`config.mk`:
```
export PLATFORM = sky130hd
export DESIGN_NAME = pred_vadd
export DESIGN_NICKNAME = d
export VERILOG_FILES = /design/src/rtl/vadd_pkg.sv /design/src/rtl/vadd_seg_adder.sv /design/src/rtl/vadd_lane_enable.sv /design/src/rtl/vadd_merge.sv /design/src/rtl/pred_vadd.sv
export SDC_FILE = /design/constraint.sdc
export NUM_CORES = 1
export LEC_CHECK = 0
export BUFFER_PORTS_ARGS = -buffer_cell sky130_fd_sc_hd__buf_2
export CORE_AREA = 2 2 417 419
export CTS_BUF_LIST = sky130_fd_sc_hd__clkbuf_16
export CTS_CLUSTER_SIZE = 8
export DETAILED_ROUTE_END_ITERATION = 6
export DIE_AREA = 0 0 419 421
export PLACE_DENSITY = 0.42
export SYNTH_ARGS = -nofsm -noshare
export SYNTH_HDL_FRONTEND = slang
export SYNTH_SLANG_ARGS = --single-unit
```
`constraint.sdc`:
```
create_clock -name clk -period 18.8 [get_ports clk]
set_input_delay 0.94 -clock clk [delete_from_list [all_inputs] [get_ports clk]]
set_output_delay 0.94 -clock clk [all_outputs]
set_load 0.02 [all_outputs]
```
`src/rtl/vadd_pkg.sv`:
```
package vadd_pkg;

  typedef enum logic [1:0] {
    ES_B8  = 2'b00,
    ES_B16 = 2'b01,
    ES_B32 = 2'b10,
    ES_B64 = 2'b11
  } esize_e;

  localparam int unsigned MIN_VEC_W  = 128;
  localparam int unsigned MAX_VEC_W  = 2048;
  localparam int unsigned VEC_GRAIN  = 128;
  localparam int unsigned BYTE_W     = 8;

  // Bytes per element for a size code.
  function automatic int unsigned elem_bytes(input esize_e es);
    return 1 << es;
  endfunction

  // True when byte index bi starts a new element for the code es.
  function automatic logic starts_elem(input int unsigned bi, input esize_e es);
    return (bi % elem_bytes(es)) == 0;
  endfunction

endpackage

```
`src/rtl/vadd_seg_adder.sv`:
```
module vadd_seg_adder
  import vadd_pkg::*;
#(
  parameter int unsigned VEC_W = 256
) (
  input  logic [VEC_W-1:0] a,
  input  logic [VEC_W-1:0] b,
  input  esize_e           esize,
  output logic [VEC_W-1:0] sum
);

  localparam int unsigned NBYTES = VEC_W / BYTE_W;

  logic [NBYTES-1:0] cout;

  for (genvar g = 0; g < NBYTES; g++) begin : g_byte
    // Element starts at this byte for each size code (constant per byte).
    localparam logic CUT16 = (g % 2) == 0;
    localparam logic CUT32 = (g % 4) == 0;
    localparam logic CUT64 = (g % 8) == 0;

    logic       cut;
    logic       cin;
    logic [8:0] part;

    always_comb begin
      unique case (esize)
        ES_B8:   cut = 1'b1;
        ES_B16:  cut = CUT16;
        ES_B32:  cut = CUT32;
        default: cut = CUT64;
      endcase
    end

    if (g == 0) begin : g_first
      assign cin = 1'b0;
    end else begin : g_rest
      assign cin = cut ? 1'b0 : cout[g-1];
    end

    assign part = {1'b0, a[g*BYTE_W +: BYTE_W]} + {1'b0, b[g*BYTE_W +: BYTE_W]} + {8'd0, cin};
    assign sum[g*BYTE_W +: BYTE_W] = part[7:0];
    assign cout[g] = part[8];
  end

endmodule

```
`src/rtl/vadd_lane_enable.sv`:
```
module vadd_lane_enable
  import vadd_pkg::*;
#(
  parameter int unsigned VEC_W = 256
) (
  input  logic [VEC_W/8-1:0] pred,
  input  esize_e             esize,
  output logic [VEC_W/8-1:0] byte_en
);

  localparam int unsigned NBYTES = VEC_W / BYTE_W;

  for (genvar g = 0; g < NBYTES; g++) begin : g_byte
    // Lane index owning byte g for each element size.
    localparam int unsigned L8  = g;
    localparam int unsigned L16 = g / 2;
    localparam int unsigned L32 = g / 4;
    localparam int unsigned L64 = g / 8;

    always_comb begin
      unique case (esize)
        ES_B8:   byte_en[g] = pred[L8];
        ES_B16:  byte_en[g] = pred[L16];
        ES_B32:  byte_en[g] = pred[L32];
        default: byte_en[g] = pred[L64];
      endcase
    end
  end

endmodule

```
`src/rtl/vadd_merge.sv`:
```
module vadd_merge
  import vadd_pkg::*;
#(
  parameter int unsigned VEC_W = 256
) (
  input  logic [VEC_W-1:0]   sum,
  input  logic [VEC_W-1:0]   old,
  input  logic [VEC_W/8-1:0] byte_en,
  output logic [VEC_W-1:0]   merged
);

  localparam int unsigned NBYTES = VEC_W / BYTE_W;

  for (genvar g = 0; g < NBYTES; g++) begin : g_byte
    assign merged[g*BYTE_W +: BYTE_W] = byte_en[g] ? sum[g*BYTE_W +: BYTE_W]
                                                   : old[g*BYTE_W +: BYTE_W];
  end

endmodule

```
`src/rtl/pred_vadd.sv`:
```
module pred_vadd
  import vadd_pkg::*;
#(
  parameter int unsigned VEC_W = 256
) (
  input  logic               clk,
  input  logic               rst,
  input  logic               in_vld,
  input  logic [1:0]         in_esize,
  input  logic [VEC_W/8-1:0] in_pred,
  input  logic [VEC_W-1:0]   in_a,
  input  logic [VEC_W-1:0]   in_b,
  input  logic [VEC_W-1:0]   in_old,
  output logic               out_vld,
  output logic [VEC_W-1:0]   out_dat
);

  localparam int unsigned NBYTES = VEC_W / BYTE_W;

  esize_e             es;
  logic [VEC_W-1:0]   sum;
  logic [NBYTES-1:0]  byte_en;
  logic [VEC_W-1:0]   merged;

  assign es = esize_e'(in_esize);

  vadd_seg_adder #(.VEC_W(VEC_W)) add_i (
    .a     (in_a),
    .b     (in_b),
    .esize (es),
    .sum   (sum)
  );

  vadd_lane_enable #(.VEC_W(VEC_W)) en_i (
    .pred    (in_pred),
    .esize   (es),
    .byte_en (byte_en)
  );

  vadd_merge #(.VEC_W(VEC_W)) mrg_i (
    .sum     (sum),
    .old     (in_old),
    .byte_en (byte_en),
    .merged  (merged)
  );

  always_ff @(posedge clk) begin
    if (rst) begin
      out_vld <= 1'b0;
      out_dat <= '0;
    end else begin
      out_vld <= in_vld;
      if (in_vld) out_dat <= merged;
    end
  end

endmodule

```
==> summary.md, run 1 <==
| Metric | Value |
|---|---|
| Status | `finished clean` |
| Critical path peak fanout | `3` |
| Count leader, synth | `nor2_1` |
| Avg WL per Cell | `26.3 um` |
| VDD IR-drop max | `about 57 uV` |
| Clk sinks | `approximately 260` |
| GRT Residual Overflow | `0` |
| Skew final | `0 ns` |
| Number of hold buffers added after CTS | `0` |
| CP top delay family | `adder cells` |
| Cell Rows | `~150` |
| CP bufs+invs | `1` |
| Die Span Y | `421 um` |
| Max Cap Violations | `0` |
| CP Class | `in -> reg` |
| Netlist cell types | `61` |
| Post-CTS setup buffers | `0` |
| Worst hold path class | `reg -> reg` |
| Routed WL | `157000 um` |
| Fmax | `around 0.07 GHz` |
| Drt initial violations | `1551` |
| RSZ-0062 raised after global routing | `no` |
| Leakage | `14.3 nW` |
| Share of layout cells above drive strength 1 | `roughly 35%` |
| Fill cells | `19600` |
| Routability Congestion | `0.965` |
| Antenna violations before repair | `64` |
| Pint | `1.40 mW` |
| Startpoint types | `input pin` |
| CTS max path bufs | `3` |
| Post-layout min period | `~14 ns` |
| Vias | `25200` |
| Synthesized flop and latch total | `257` |
| DIE WIDTH | `419 um` |
| Setup_tns | `0 ns` |
| Cts bufs inserted | `44` |
| Worst-Margin Slew | `1.15 ns` |
| Tcrit/Tclk final | `about 76%` |
| DRC violations left | `0` |
| CORE AREA | `0.172 mm2` |
| Sequential share of power | `a little over a quarter` |
| Initial Util | `12.9%` |
| IO Count | `approximately 1100` |
| Clock share of power | `34.7%` |
| GRT Overall Usage | `17.1%` |
| H-tree Lvls | `2` |
| Most frequent CP cell | `fa_1` |
| Resized cells post-CTS | `0` |
| Number of setup violations in the final report | `0` |
| Synthesized area per cell | `8.55 um2` |
| Port bufs | `between 1000 and 1500` |
| Vias in the first global route | `24800` |
| Dominant cells by area after synthesis | `dfxtp_1 23%, ha_1 13%, a211oi_1 7.0%` |
| Gate power share | `38.3%` |
| Largest net degree at the start of global routing | `78` |
| Ys flop type | `dfxtp_1` |
| Layout area overhead | `41.2%` |
| Top cell type's share of synthesized area | `between 20% and 30%` |
| Avg Vias per Cell | `4.21` |
| Dpl hpwl | `~130000 um` |
| Clk_lat worst skew | `0.63 ns` |
| Final hold vios | `0` |
| Slowest CP cell | `fa_1` |
| First-pass GRT wire length | `209000 um` |
| Power, Total | `2.34 mW` |
| Crit end category | `flop` |
| Sw Ratio | `just over 40%` |
| Synth warn | `0` |
| FFs w/ async S/R, synth | `0%` |
| Post-synth EDFFs | `0` |
| Crit-path max cell delay | `0.46 ns` |
| Final Max Tran Viols | `0` |
| Max-Slew Margin vs Limit | `23.0%` |
| Most frequent cells after synthesis | `323 x nor2_1, 257 x dfxtp_1, 224 x ha_1, 208 x a211oi_1, 181 x a21oi_1` |
| Iteration count of the initial detailed-routing pass | `5` |
| Largest area contributor in the netlist | `dfxtp_1` |
| Hold Worst Slack | `0.473 ns` |
| Worst EP required | `19.34 ns` |
| CTS tree | `built` |
| DRT antenna net count | `0` |
| CTS clk-pin slew, worst paths | `0.06 ns` |
| Final net count | `4698` |
| Die area | `between 0.15 and 0.2 mm2` |
| NetSw | `943 uW` |
| Clock Tree Root | `clkbuf_16` |
| Post-synthesis sequential area ratio | `a little under a quarter` |
| Post-synthesis cell count | `2605` |
| Mapped Area | `0.0223 mm2` |
| Net count after synthesis | `3694` |
| Worst Path Arrival | `14.76 ns` |
| Pwr Density | `74.3 mW/mm2` |
routing by layer:
layer	up-vias	GRT usage [%]	share of wire, %
met5	-	0	0.033
met4	8	5.49	3.0
met3	219	3.45	5.9
met2	918	30.3	50
met1	12200	20.4	41
li1	11900	-	-
logic make-up (layout without fill, tap and decap cells):
kind of cell | count (synthesis) | after routing | share of synthesized area (%)
adders and majority gates | 284 | 284 | 18.0
muxes | 152 | 152 | 8.42
xor gates and xnor gates | 119 | 119 | 4.68
buffers and inverters | 159 | 1190 | 3.48
and+or+nand+nor | 717 | 717 | 14.1
AOI/OAI and AO/OA | 917 | 917 | 28.2
DFF | 257 | 257 | 23.1
other | 0 | 28 | 0
area by class of cell:
type / instances / area, um2 / area share, %
diodes: 28 / 70.1 / 0.223
well taps: 2325 / 2910 / 9.25
clock buffers: 44 / 1100 / 3.50
clock inverters: 29 / 209 / 0.664
flip-flops and latches: 257 / 5140 / 16.4
repair buffers: 1085 / 5520 / 17.5
inverters: 32 / 134 / 0.426
multi-input cells: 2189 / 16400 / 52.1
final timing paths:
kind / startpoint / end / slack (ns) / depth (start not counted)
hold / removal: out_dat[194] / out_dat[194] / 0.47 / 2
setup reg to reg: out_dat[158] / out_dat[158] / 17.57 / 4
hold reg to reg: out_dat[194] / out_dat[194] / 0.47 / 2
setup / recovery: in_a[64] / out_dat[124] / 4.57 / 57
sequential cells by signal, summed over array words and instances (netlist names):
| name | flops |
|---|---|
| out_dat | 256 |
| out_vld | 1 |
worst min-delay path, delay by kind of cell (launching register included):
kind / cells / cell delay, ns
and+or+nand+nor: 1 / 0.06
AOI/OAI and AO/OA: 1 / 0.06
DFF: 1 / 0.30
stage by stage:
| stage | utilization, % | setup WS [ns] | instance area [um2] | cells |
|---|---|---|---|---|
| 2_1_floorplan | - | 5.57 | 22300 | 2605 |
| 5_1_grt | 18.2 | 3.68 | 31400 | 5984 |
| 3_3_place_gp | 17.4 | 3.96 | 30100 | 5888 |
| 6_report | 18.2 | 4.57 | 31500 | 5989 |
| 3_5_place_dp | 17.4 | 3.88 | 30100 | 5888 |
| 4_1_cts | 18.2 | 4.53 | 31400 | 5961 |
power groups by stage:
stage / Combinational (mW) / Sequential (mW) / Clock [mW]
6_report: 0.895 / 0.632 / 0.811
2_1_floorplan: 0.456 / 0.702 / 0
4_1_cts: 0.904 / 0.632 / 0.849
5_1_grt: 0.974 / 0.639 / 0.862
3_5_place_dp: 0.899 / 0.643 / 0
3_3_place_gp: 0.903 / 0.642 / 0
layout by cell type, fill, tap and decap left out, types with 8 or more instances in the layout:
master / count
a211oi_1: 208
a21o_1: 82
a21oi_1: 181
a221oi_1: 16
a311oi_1: 37
a31o_2: 13
and2_1: 8
and3_1: 18
buf_2: 1057
buf_4: 26
clkbuf_16: 44
dfxtp_1: 257
diode_2: 28
fa_1: 60
ha_1: 224
inv_1: 39
mux2_2: 31
mux2i_1: 93
mux2i_4: 20
nand2_1: 176
nand2b_1: 15
nand3_1: 19
nor2_1: 322
nor2b_1: 32
nor3_1: 64
nor4_1: 8
o211ai_1: 24
o21a_1: 15
o21ai_0: 155
o21ba_2: 8
o21bai_1: 19
o22ai_1: 21
o311a_1: 28
o31a_1: 35
o31ai_1: 27
or2_2: 25
or3_1: 17
xnor2_1: 73
xor2_1: 46
No activity file was read; power rests on OpenSTA's default activity.
==> inputs of run 2 (changes only) <==
- PLACE_DENSITY: 0.42 -> 0.43
- clock period: 18.8 -> 11.6 ns (I/O delays scaled with it)
==> run 2 against run 1 <==
  * The flow now finishes with violations (design-rule violations, negative setup slack)
  * Via count up 5.6%
  * Combinational power grew 84%
  * Wire length increased by 8.4%
  * Sequential cell count unchanged
  * Final cell count grew 3.8%
  * Clock skew stayed put
  * Worst setup slack got worse by 5.0 ns
  * First-iteration DRC count up 1.5%
  * Sequential power grew 63%
  * Critical endpoint is now out_dat[126]
  * Largest power group unchanged
  * Highest routed layer unchanged
==> summary.md, run 2 (synthesis gave the netlist of run 1 again) <==
| Metric | Value |
|---|---|
| Share of layout cells above drive strength 1 | `roughly 42%` |
| Critical path peak fanout | `2` |
| Fill cells | `19600` |
| DRC violations left | `10` |
| First-pass GRT wire length | `225000 um` |
| Largest registers | `out_dat x256, out_vld x1` |
| Failing checks | `design-rule violations, negative setup slack` |
| Pwr Density | `about 120 mW/mm2` |
| Hold endpoint | `out_dat[149]` |
| Startpoint types | `input pin` |
| Capturing point of the worst reg2reg path | `out_dat[111]` |
| Most frequent CP cell | `fa_2` |
| Crit end category | `flop` |
| CORE AREA | `0.172 mm2` |
| Final hold vios | `0` |
| Antenna violations before repair | `112` |
| Layout area overhead | `53.1%` |
| Cell Rows | `153` |
| Final Max Tran Viols | `0` |
| Register area | `0.00514 mm2` |
| Fmax | `approximately 0.083 GHz` |
| Reg2reg start | `out_dat[111]` |
| Place WS | `-1.19 ns` |
| Worst-Margin Slew | `1.30 ns` |
| Clock Tree Root | `clkbuf_16` |
| Worst hold path class | `in -> reg` |
| Most frequent cells in the layout | `1051 x buf_2, 321 x nor2_1, 257 x dfxtp_1, 224 x buf_4, 220 x ha_1` |
| RSZ-0062 raised after global routing | `yes` |
| Avg Vias per Cell | `4.28` |
| Most flops, register | `out_dat` |
| Post-layout min period | `12.01 ns` |
| Skew final | `0 ns` |
| Commonest non-fill, non-tap cell in the layout | `buf_2` |
| Iteration count of the initial detailed-routing pass | `7` |
| Vias in the first global route | `26000` |
| Setup_tns | `-1.98 ns` |
| Slowest CP cell | `fa_2` |
| Clk sinks | `about 260` |
| Vias | `26600` |
| H-tree Lvls | `2` |
| CTS clk-pin slew, worst paths | `0.06 ns` |
| Hold path startpoint | `in_old[149]` |
| Dpl hpwl | `144000 um` |
| Number of flip-flops in the largest register | `256` |
| GRT Residual Overflow | `0` |
| Final worst setup slack | `-0.410 ns` |
| Clk_lat worst skew | `0.64 ns` |
| Max-Slew Margin vs Limit | `10.8%` |
| DRT antenna net count | `0` |
| Port bufs | `1061` |
| Crit-path max cell delay | `0.39 ns` |
| Die area | `between 0.15 and 0.2 mm2` |
| Max Cap Violations | `0` |
| CP Class | `in -> reg` |
| Worst r2r path cells | `3` |
| Drt initial violations | `1575` |
| CTS tree | `built` |
| Number of setup violations in the final report | `11` |
| VDD IR-drop max | `between 90 and 100 uV` |
| Placed Area | `~0.031 mm2` |
| Cts bufs inserted | `between 40 and 50` |
| Avg WL per Cell | `27.4 um` |
| Initial Util | `12.9%` |
| Die Span Y | `roughly 420 um` |
| Worst R2R Setup Slack | `10.57 ns` |
| Worst EP required | `12.11 ns` |
| Cell area after layout | `0.0341 mm2` |
| Number of hold buffers added after CTS | `0` |
| Largest net degree at the start of global routing | `79` |
| Final net count | `4904` |
| Routability Congestion | `0.984` |
| Tcrit/Tclk final | `104%` |
| Area of the multi-input gates | `0.0173 mm2` |
| Worst Path Arrival | `12.52 ns` |
| WHS Path Cells | `3` |
| CTS max path bufs | `3` |
| DIE WIDTH | `approximately 420 um` |
| GRT Overall Usage | `18.5%` |
| Leakage | `roughly 15 nW` |
| Status | `finished, violations left` |
| Routed WL | `171000 um` |
| IO Count | `1062` |
run 2: cell count changes in the layout (fill, tap and decap cells not counted), sizes merged:
cell	change
buf	+203
diode	+15
clkinv	+5
clkbuf	+4
clkinvlp	+1
inv	-1
run 2: through the flow:
stage          hold WS (ns)  cells  total power, mW  util (%)
2_1_floorplan         0.546   2605             1.90         -
3_3_place_gp          0.462   6021             2.63      18.2
3_5_place_dp          0.464   6021             2.62      18.2
4_1_cts               0.116   6139             4.11      19.3
5_1_grt               0.166   6208             4.31      19.8
6_report              0.195   6216             4.07      19.8
run 2: worst max path at each step:
stage | depth (start not counted) | start | endpoint | slack [ns]
floorplan | 56 | in_a[64] | out_dat[126] | -0.22
global placement | 56 | in_a[0] | out_dat[60] | -1.23
detailed placement | 58 | in_a[64] | out_dat[126] | -1.19
CTS | 56 | in_a[0] | out_dat[62] | -0.39
global route | 58 | in_a[64] | out_dat[126] | -0.84
finish | 58 | in_a[64] | out_dat[126] | -0.41
run 2: area by class of cell:
class	instances	share of cell area [%]
inverter	32	0.393
multi-input combinational	2189	50.7
sequential	257	15.1
clock inverter	34	0.627
timing repair buffer	1288	20.9
clock buffer	48	3.52
antenna	43	0.315
tap	2325	8.53
run 2: timing repair:
action	4_1_cts	5_1_grt
buffers inserted	37	35
pin swaps	40	67
gates resized for setup	41	104
setup endpoints to repair	29	32
run 2: layer usage:
layer | share of wire (%) | GRT usage (%)
met5 | 0.024 | 0
met4 | 3.8 | 7.21
met1 | 40 | 21.8
met3 | 7.1 | 4.59
met2 | 49 | 31.8
run 2: critical path, delay by kind of cell:
kind            cells  cell delay [ns]
buf+inv             2             0.29
fa+ha+maj          16             5.38
mux                 1             0.16
simple gates        9             1.23
compound gates     30             4.82
run 2: report_power, final:
| group | switching (mW) | internal [mW] | total, mW |
|---|---|---|---|
| registers | 0.0569 | 0.971 | 1.03 |
| logic | 0.971 | 0.681 | 1.65 |
| clock network | 0.608 | 0.784 | 1.39 |
==> inputs of run 3 (changes only) <==
- CORE_AREA: 2 2 417 419 -> 2 2 418 420
- DIE_AREA: 0 0 419 421 -> 0 0 420 422
- SYNTH_HIERARCHICAL: default -> 1
==> run 3 against run 2 <==
  * Combinational power rose by 5%
  * Fmax fell by 2.5%
  * Sequential cell count did not move
  * Register-to-register slack improved by 0.23 ns
  * Clock skew did not move
  * Highest routed layer unchanged
  * Cell area fell by 0.37%
  * Area after synthesis rose by 0.47%
  * Worst setup slack got worse by 0.31 ns
  * The run ends with negative setup slack left
  * Clock power fell by 4%
  * Worst hold slack improved by 0.13 ns
==> summary.md, run 3 <==
| Metric | Value |
|---|---|
| Clk sinks | `257` |
| CTS max path bufs | `3` |
| Cell Rows | `between 150 and 200` |
| Number of hold buffers added after CTS | `0` |
| Final hold vios | `0` |
| H-tree Lvls | `2` |
| Tcrit/Tclk final | `106%` |
| Most frequent CP cell | `fa_2` |
| Multiplexer area fraction after synthesis | `27.2%` |
| Synth warn | `6` |
| Initial Util | `12.9%` |
| Skew final | `0 ns` |
| GRT Residual Overflow | `0` |
| Met1 Wirelength | `55700 um` |
| Net count after synthesis | `about 3400` |
| Met3 WL post-DR | `roughly 12000 um` |
| Placed Area | `0.0308 mm2` |
| DRC violations left | `0` |
| VDD IR-drop max | `approximately 90 uV` |
| Post-Synth XOR/XNOR Area | `7.16%` |
| Largest registers | `out_dat x256, out_vld x1` |
| Post-synthesis sequential area ratio | `between 20 and 25%` |
| Avg WL per Cell | `24.0 um` |
| Final worst setup slack | `-0.717 ns` |
| Most flops, register | `out_dat` |
| Routability Congestion | `0.993` |
| Share of layout cells above drive strength 1 | `51.1%` |
| Critical path peak fanout | `3` |
| Top cell type's share of synthesized area | `between 20% and 30%` |
| Netlist cell types | `46` |
| Vias | `roughly 23000` |
| Dominant cells by area after synthesis | `dfxtp_1 23%, mux2i_1 14%, mux2_2 13%` |
| Drt initial violations | `1028` |
| Post-Synth Adder-Cell Area | `between 10% and 20%` |
| Ys flop type | `dfxtp_1` |
| Top Layer Used | `met5` |
| Max Cap Violations | `0` |
| Number of flip-flops in the largest register | `256` |
| Die Span Y | `about 420 um` |
| Die area | `0.177 mm2` |
| Main combinational cell family by area after synthesis | `multiplexers` |
| Pwr Density | `121 mW/mm2` |
| Synthesized area per cell | `about 9.8 um2` |
| Vias in the first global route | `approximately 23000` |
| Post-synthesis cell count | `2290` |
| Worst Path Arrival | `12.79 ns` |
| Leakage | `16.5 nW` |
| Routed WL | `142000 um` |
| Crit end category | `flop` |
| Max-Slew Margin vs Limit | `between 7 and 8%` |
| Worst-Margin Slew | `1.35 ns` |
| DIE WIDTH | `420 um` |
| Post-layout min period | `12.32 ns` |
| Antenna violations before repair | `39` |
| Clk_lat worst skew | `0.61 ns` |
| Worst hold path class | `in -> reg` |
| Synthesized flop and latch total | `257` |
| Iteration count of the initial detailed-routing pass | `5` |
| CTS clk-pin slew, worst paths | `0.05 ns` |
| Dpl hpwl | `120000 um` |
| CTS tree | `built` |
| Cell area after layout | `0.0340 mm2` |
| Worst EP required | `about 12 ns` |
| Met2 wire length | `around 70000 um` |
| Port bufs | `1061` |
| First-pass GRT wire length | `~190000 um` |
| Synth Area in Compound Gates | `12.0%` |
| Count leader, synth | `nor2_1` |
| Cts bufs inserted | `44` |
| Commonest non-fill, non-tap cell in the layout | `buf_2` |
| Most frequent cells after synthesis | `343 x nor2_1, 311 x mux2i_1, 257 x dfxtp_1, 257 x mux2_2, 224 x ha_1` |
| Number of setup violations in the final report | `17` |
| Most frequent cells in the layout | `1051 x buf_2, 334 x nor2_1, 305 x mux2i_1, 257 x dfxtp_1, 247 x buf_4` |
| Slowest CP cell | `fa_2` |
| Fmax | `0.0812 GHz` |
| GRT Overall Usage | `15.3%` |
| Failing checks | `negative setup slack` |
| CORE AREA | `0.173 mm2` |
| Place WS | `-1.77 ns` |
| Largest area contributor in the netlist | `dfxtp_1` |
| Avg Vias per Cell | `3.82` |
| Layout area overhead | `51.8%` |
| DRT antenna net count | `0` |
| IO Count | `1062` |
| Post-synth EDFFs | `0` |
| RSZ-0062 raised after global routing | `yes` |
| Status | `finished, violations left` |
| Startpoint types | `input pin` |
| Final net count | `4641` |
| Clock Tree Root | `clkbuf_16` |
| Largest net degree at the start of global routing | `110` |
| CP Class | `in -> reg` |
| Mapped Area | `roughly 0.022 mm2` |
| Crit-path max cell delay | `roughly 0.43 ns` |
| FFs w/ async S/R, synth | `0%` |
| Final Max Tran Viols | `0` |
| Synth Area in Simple Gates | `7.48%` |
-- run 3: cell types whose count changed in the layout (fill, tap and decap cells not counted), moves of 28 or more --
cell / change
a21oi_1: -66
xnor2_1: +49
nand2_1: -166
a311oi_1: -35
nor3_1: -48
o311a_1: -28
mux2_2: +206
o21ai_0: -81
mux2i_1: +211
a211oi_1: -165
o31a_1: -35
-- run 3: where the power goes --
part           switching [mW]  leakage [nW]  internal, mW  total [mW]
sequential             0.0495          2.12         0.978        1.03
combinational           0.933          13.7         0.792        1.73
clock                   0.536         0.714         0.808        1.34
total                    1.52          16.5          2.58        4.10
-- run 3: repair_timing --
item | 4_1_cts | 5_1_grt
buffers inserted | 113 | 37
pin swaps | 57 | 76
setup endpoints to repair | 29 | 35
gates resized for setup | 98 | 70
cloned | 0 | 0
-- run 3: metal layers --
| metal | global-route usage (%) | vias to the layer above |
|---|---|---|
| li1 | - | 10700 |
| met1 | 17.7 | 10900 |
| met2 | 26.9 | 798 |
| met3 | 4.98 | 169 |
| met4 | 3.76 | 24 |
| met5 | 0 | - |
-- run 3: worst paths after layout --
path,end,depth (start not counted),startpoint,slack [ns]
setup / recovery,out_dat[254],60,in_a[192],-0.72
hold reg to reg,out_dat[99],2,out_dat[99],0.48
hold / removal,out_dat[34],4,in_old[34],0.33
setup reg to reg,out_dat[229],2,out_dat[229],10.80
-- run 3: area by class of cell --
type | instances | area (um2)
Timing Repair Buffer | 1318 | 7370
Fill cell | 19400 | 139000
Tap cell | 2325 | 2910
Clock inverter | 26 | 269
Inverter | 50 | 188
Clock buffer | 45 | 1130
Multi-Input combinational cell | 1881 | 16900
Sequential cell | 257 | 5140
Antenna cell | 17 | 42.5
-- run 3: worst max-delay path: cells and delay by family --
| family | cells | cell delay [ns] |
|---|---|---|
| adders and majority gates | 16 | 5.78 |
| xor gates and xnor gates | 1 | 0.09 |
| and+or+nand+nor | 8 | 0.98 |
| buffers and inverters | 2 | 0.25 |
| muxes | 2 | 0.38 |
| AOI/OAI and AO/OA | 31 | 4.74 |
-- run 3: cell families (layout without fill, tap and decap cells) --
kind of cell / count (synthesis) / in the layout
simple gates: 415 / 415
buf+inv: 152 / 1439
compound gates: 427 / 427
other cells: 0 / 17
flops: 257 / 257
xor+xnor: 183 / 183
fa+ha+maj: 284 / 284
mux: 572 / 572
-- run 3: per-stage QoR --
step	hold slack (ns)	instances	setup TNS (ns)	util [%]	power (mW)
after floorplan	0.583	2290	-0.338	-	1.98
after global placement	0.469	5700	-37.01	17.8	2.65
after detailed placement	0.475	5700	-38.80	17.8	2.66
after CTS	0.249	5884	-4.62	19.4	4.16
after global routing	0.287	5909	-17.52	19.6	4.36
final	0.327	5919	-5.28	19.7	4.10
